[src/rtl/scan_adapter_pkg.sv]
package scan_adapter_pkg;
  function automatic int unsigned cnt_w(input int unsigned depth);
    return $clog2(depth + 1);
  endfunction
endpackage

[src/rtl/sa_in_accum.sv]
module sa_in_accum
  import scan_adapter_pkg::*;
#(
  parameter int unsigned P_W  = 32,
  parameter int unsigned N_CH = 3,
  localparam int unsigned D   = P_W + N_CH,
  localparam int unsigned CW  = cnt_w(D)
) (
  input  logic            clk_i,
  input  logic            rst_ni,
  input  logic [P_W-1:0]  word_i,
  input  logic            push_i,
  input  logic            shift_i,
  output logic            ready_o,
  output logic [CW-1:0]   cnt_o,
  output logic [N_CH-1:0] bits_o
);
  logic [D-1:0]  acc_q, acc_d, base, ins;
  logic [CW-1:0] cnt_q, cnt_d, base_cnt;

  // free space after this cycle's shift must hold a whole word
  assign ready_o = cnt_q <= (shift_i ? CW'(2 * N_CH) : CW'(N_CH));
  assign cnt_o   = cnt_q;
  assign bits_o  = acc_q[N_CH-1:0];

  always_comb begin
    base     = shift_i ? (acc_q >> N_CH) : acc_q;
    base_cnt = shift_i ? cnt_q - CW'(N_CH) : cnt_q;
    ins      = {{N_CH{1'b0}}, word_i} << base_cnt;
    acc_d    = push_i ? (base | ins) : base;
    cnt_d    = base_cnt + (push_i ? CW'(P_W) : '0);
  end

  always_ff @(posedge clk_i or negedge rst_ni) begin
    if (!rst_ni) begin
      acc_q <= '0;
      cnt_q <= '0;
    end else begin
      acc_q <= acc_d;
      cnt_q <= cnt_d;
    end
  end


  in_cnt_bound_chk: assert property (@(posedge clk_i) disable iff (!rst_ni)
    cnt_q <= CW'(D));

  in_accept_gain_chk: assert property (@(posedge clk_i) disable iff (!rst_ni)
    (push_i && !shift_i) |=> cnt_q == $past(cnt_q) + CW'(P_W));

  in_enough_bits_chk: assert property (@(posedge clk_i) disable iff (!rst_ni)
    shift_i |-> cnt_q >= CW'(N_CH));
endmodule

[src/rtl/sa_out_pack.sv]
module sa_out_pack
  import scan_adapter_pkg::*;
#(
  parameter int unsigned P_W  = 32,
  parameter int unsigned N_CH = 3,
  localparam int unsigned D   = P_W + N_CH,
  localparam int unsigned CW  = cnt_w(D)
) (
  input  logic            clk_i,
  input  logic            rst_ni,
  input  logic [N_CH-1:0] bits_i,
  input  logic            shift_i,
  input  logic            flush_i,
  input  logic            pop_i,
  output logic            room_o,
  output logic            busy_o,
  output logic            valid_o,
  output logic [P_W-1:0]  word_o
);
  logic [D-1:0]  acc_q, acc_d, base, ins;
  logic [CW-1:0] cnt_q, cnt_d, base_cnt;
  logic          fl_q, fl_d;

  assign room_o  = (cnt_q < CW'(P_W)) || pop_i;
  assign busy_o  = fl_q;
  assign valid_o = (cnt_q >= CW'(P_W)) || (fl_q && cnt_q != '0);
  assign word_o  = acc_q[P_W-1:0];

  always_comb begin
    base     = acc_q;
    base_cnt = cnt_q;
    if (pop_i) begin
      if (cnt_q >= CW'(P_W)) begin
        base     = acc_q >> P_W;
        base_cnt = cnt_q - CW'(P_W);
      end else begin
        base     = '0;
        base_cnt = '0;
      end
    end
    ins   = {{P_W{1'b0}}, bits_i} << base_cnt;
    acc_d = shift_i ? (base | ins) : base;
    cnt_d = base_cnt + (shift_i ? CW'(N_CH) : '0);
    fl_d  = (fl_q || flush_i) && (cnt_d != '0);
  end

  always_ff @(posedge clk_i or negedge rst_ni) begin
    if (!rst_ni) begin
      acc_q <= '0;
      cnt_q <= '0;
      fl_q  <= 1'b0;
    end else begin
      acc_q <= acc_d;
      cnt_q <= cnt_d;
      fl_q  <= fl_d;
    end
  end


  out_cnt_bound_chk: assert property (@(posedge clk_i) disable iff (!rst_ni)
    cnt_q <= CW'(D));

  out_hold_chk: assert property (@(posedge clk_i) disable iff (!rst_ni)
    (valid_o && !pop_i) |=> (valid_o && $stable(word_o)));

  flush_stall_chk: assert property (@(posedge clk_i) disable iff (!rst_ni)
    fl_q |-> !shift_i);
endmodule

[src/rtl/scan_width_adapter.sv]
module scan_width_adapter
  import scan_adapter_pkg::*;
#(
  parameter int unsigned P_W  = 32,
  parameter int unsigned N_CH = 3
) (
  input  logic            clk_i,
  input  logic            rst_ni,
  input  logic [P_W-1:0]  in_data_i,
  input  logic            in_valid_i,
  output logic            in_ready_o,
  output logic            scan_en_o,
  output logic [N_CH-1:0] scan_si_o,
  input  logic [N_CH-1:0] scan_so_i,
  output logic [P_W-1:0]  out_data_o,
  output logic            out_valid_o,
  input  logic            out_ready_i,
  input  logic            flush_i
);
  localparam int unsigned CW = cnt_w(P_W + N_CH);

  logic [CW-1:0] in_cnt;
  logic          out_room, out_busy, push, pop;

  assign scan_en_o = (in_cnt >= CW'(N_CH)) && out_room && !out_busy;
  assign push      = in_valid_i && in_ready_o;
  assign pop       = out_valid_o && out_ready_i;

  sa_in_accum #(.P_W(P_W), .N_CH(N_CH)) u_in (
    .clk_i   (clk_i),
    .rst_ni  (rst_ni),
    .word_i  (in_data_i),
    .push_i  (push),
    .shift_i (scan_en_o),
    .ready_o (in_ready_o),
    .cnt_o   (in_cnt),
    .bits_o  (scan_si_o)
  );

  sa_out_pack #(.P_W(P_W), .N_CH(N_CH)) u_out (
    .clk_i   (clk_i),
    .rst_ni  (rst_ni),
    .bits_i  (scan_so_i),
    .shift_i (scan_en_o),
    .flush_i (flush_i),
    .pop_i   (pop),
    .room_o  (out_room),
    .busy_o  (out_busy),
    .valid_o (out_valid_o),
    .word_o  (out_data_o)
  );
endmodule

[config.mk]
export PLATFORM = sky130hd
export DESIGN_NAME = scan_width_adapter
export DESIGN_NICKNAME = d
export VERILOG_FILES = /design/src/rtl/scan_adapter_pkg.sv /design/src/rtl/sa_in_accum.sv /design/src/rtl/sa_out_pack.sv /design/src/rtl/scan_width_adapter.sv
export SDC_FILE = /design/constraint.sdc
export NUM_CORES = 1
export LEC_CHECK = 0
export ABC_AREA = 1
export CAP_MARGIN = 20
export CORE_AREA = 2 2 120 122
export CTS_BUF_LIST = sky130_fd_sc_hd__clkbuf_16
export CTS_CLUSTER_DIAMETER = 40
export DETAILED_ROUTE_END_ITERATION = 7
export DIE_AREA = 0 0 122 124
export PLACE_DENSITY = 0.67
export SLEW_MARGIN = 30
export SYNTH_ARGS = -nofsm -noshare
export SYNTH_HDL_FRONTEND = slang
export SYNTH_HIERARCHICAL = 1
export SYNTH_SLANG_ARGS = --single-unit
[constraint.sdc]
create_clock -name clk_i -period 7.36 [get_ports clk_i]
set_clock_uncertainty 0.1 [all_clocks]
set_input_delay 1.104 -clock clk_i [delete_from_list [all_inputs] [get_ports clk_i]]
set_output_delay 1.104 -clock clk_i [all_outputs]
set_load 0.02 [all_outputs]
==> run_results.csv <==
group,metric,value,unit
run_status,status,"complete, no violations",
clocking,numCtsBuffers,9,
clocking,ctsHoldBuffers,0,
critical_path,cp_max_fo,36,
critical_path,crit_type,"reg2out",
routing,first_iter_violations,518,
clocking,cts-root-buf,"clkbuf_16",
floorplanning,die_area,15100,um^2
sta,fin_ws,1.33,ns
clocking,cts-resized-gates,0,
sta,final_max_slew_viol_count,0,
floorplanning,core_area,13700,um^2
sta,hold_ws,0.380,ns
finish,final_common_cell,"nand2_1",
sta,rsz0062_at_grt,"no",
sta,hold_violations,0,
clocking,htreeDepth,3,
synth,postSynthAreaPerCell,6.47,um^2
critical_path,critPathRequiredTime,6.16,ns
sta,setup_viol,0,
synth,syn-cell-area,6150,um^2
critical_path,r2r_end,"u_in/acc_q[7]",
sta,setup_tns,0,ns
place,hpwl,11.6,mm
finish,area_delta_synth_final,13.0,%
grt,grtUsageTotal,22.8,%
grt,antenna_found_initial,0,
routing,drc,0,
grt,grt_overflow,0,
sta,worst_pin_slew,0.767,ns
critical_path,cp.depth,17,
floorplanning,rows,43,
grt,grt_pass1_vias,5528,
routing,vias_per_cell,5.27,
synth,synth_fp_nets,996,
routing,ant_nets,0,
critical_path,startpoint,"u_out/cnt_q[3]",
place,port_buffers,77,
critical_path,cp-end-kind,"output pin",
routing,num_vias,6023,
critical_path,cp-start-kind,"flip-flop",
place,post-place-ws,1.50,ns
place,gp_congestion,0.938,
critical_path,timing.rr.start,"u_out/cnt_q[3]",
clocking,post-cts-setup-buffer-count,0,
synth,yosysUniqueCellTypes,35,
floorplanning,io_pins,78,
sta,post-route-min-period,6.03,ns
finish,fin_nets,1004,
critical_path,crit_arrival,4.83,ns
finish,antenna_cells,0,
synth,ys_ff_latch,83,
floorplanning,initial_utilization,44.8,%
synth,ys_seq_area_share,33.8,%
worst_hold_path,hp-class,"reg2reg",
sta,fin_crit_sh,82.0,%
finish,fill_cells,1414,
floorplanning,die_y,124,um
critical_path,worstRegToRegCells,22,
clocking,clk_latency,0.35,ns
clocking,cts_tree,"yes",
critical_path,critPathTopFamily,"buffers and inverters",
finish,drive_gt1_share,5.92,%
routing,wl_per_cell,14.2,um
finish,mostFrequentLayoutCells,"nand2_1, nand3_1, dfrtp_1",
critical_path,crit_buf_inv,8,
floorplanning,die_x,122,um
critical_path,slowest_delay,0.72,ns
grt,grt_max_degree,84,
sta,slew_headroom,48.9,%
job,drv_cap,0,
synth,synth_cells,950,
grt,grt_pass1_wl,27.2,mm
clocking,cts.sinks,83,
critical_path,worstPathCellList,"o41ai_1, nand2_1, nand2_1, inv_1, inv_2, nand2_2, inv_1, nor2_2, nand2_1, clkinv_1, inv_1, buf_4, ha_1, inv_2, o22a_1, nor4_1, clkdlybuf4s50_1",
clocking,cts_buffer_depth,2,
routing,dr.pass1.iters,6,
critical_path,r2r_slack,2.31,ns
critical_path,slowest_stage,"clkdlybuf4s50_1",
sta,fmax,166,MHz
critical_path,setup.worst_path.end,"in_ready_o",
routing,drt_wl_total,16.3,mm
synth,ys_warn_count,6,
clocking,path_clk_slew,0.07,ns
area by class of cell:
cell class              instances  area [um^2]  share of cell area [%]
repair buffers                 81          802                    11.5
multi-input cells             707         3260                    46.9
clock buffers                   9          225                    3.24
clock inverters                 7         76.3                    1.10
inverters                      76          285                    4.10
well taps                     180          225                    3.24
flip-flops and latches         83         2080                    29.9
per-layer routing:
layer	track usage, %	vias to the layer above	share of wire [%]	wire length [um]
met5	0	-	0	0
met4	10.7	0	4.1	663
met3	3.57	49	5.0	820
met2	39.5	199	48	7880
met1	27.9	2740	42	6920
li1	-	3035	-	-
worst reg2reg max path: stages, from the launching register on:
cell,delay [ns]
dfrtp_1,0.58
o41ai_1,0.54
nand2_1,0.12
nand2_1,0.09
inv_1,0.10
inv_2,0.46
nand2_2,0.17
inv_1,0.11
nor2_2,0.03
nand2_1,0.06
clkinv_1,0.07
inv_1,0.06
buf_4,0.26
ha_1,0.22
inv_2,0.20
o22a_1,0.28
nor4_1,0.41
nand2_1,0.10
inv_1,0.12
nand2_2,0.19
nor2_4,0.37
inv_2,0.13
o21ai_0,0.19
sequential cells by signal, indices dropped and copies added, names as in the netlist:
register	count
u_in/acc_q	35
u_in/cnt_o	6
u_out/acc_q	35
u_out/busy_o	1
u_out/cnt_q	6
synth_stat cells, drive strengths merged:
library cell	count	area, um^2
a21boi	1	7.51
a21oi	18	90.1
and2	2	12.5
buf	66	459
clkbuf	18	67.6
clkinv	1	3.75
dfrtp	83	2080
fa	1	20.0
ha	5	62.6
inv	75	282
mux2i	7	70.1
nand2	403	1560
nand3	129	651
nand4	29	181
nor2	40	183
nor3	3	20.0
nor4	1	6.26
o211ai	11	82.6
o21ai	49	245
o221ai	1	8.76
o22a	1	8.76
o41ai	1	8.76
or2	4	25.0
xor2	1	16.3
logic make-up after synthesis:
group | Yosys count | synth area share [%]
AO/OA/AOI/OAI | 82 | 7.35
XOR/XNOR | 1 | 0.265
adder cells (fa/ha/maj) | 6 | 1.34
buffers and inverters | 160 | 13.2
flip-flops | 83 | 33.8
AND/OR/NAND/NOR | 611 | 42.9
multiplexers | 7 | 1.14
through the flow:
stage / utilization (%) / instances / area (um^2)
2_1_floorplan: - / 950 / 6150
3_3_place_gp: 48.4 / 1127 / 6650
3_5_place_dp: 48.5 / 1127 / 6650
4_1_cts: 50.7 / 1143 / 6950
5_1_grt: 50.7 / 1143 / 6950
6_report: 50.7 / 1143 / 6950
worst min-delay path by stage:
stage               startpoint              end  slack [ns]  cells after the start
4_1_cts        u_out/acc_q[18]  u_out/acc_q[18]        0.38                      2
3_5_place_dp   u_out/acc_q[18]  u_out/acc_q[18]        0.37                      2
5_1_grt        u_out/acc_q[18]  u_out/acc_q[18]        0.40                      2
2_1_floorplan   u_in/acc_q[33]   u_in/acc_q[33]        0.35                      2
3_3_place_gp   u_out/acc_q[10]  u_out/acc_q[10]        0.36                      2
6_report       u_out/acc_q[18]  u_out/acc_q[18]        0.38                      2
Power is not shown: default switching activity piles up to over one toggle a cycle in this logic, so the estimate is an artifact.
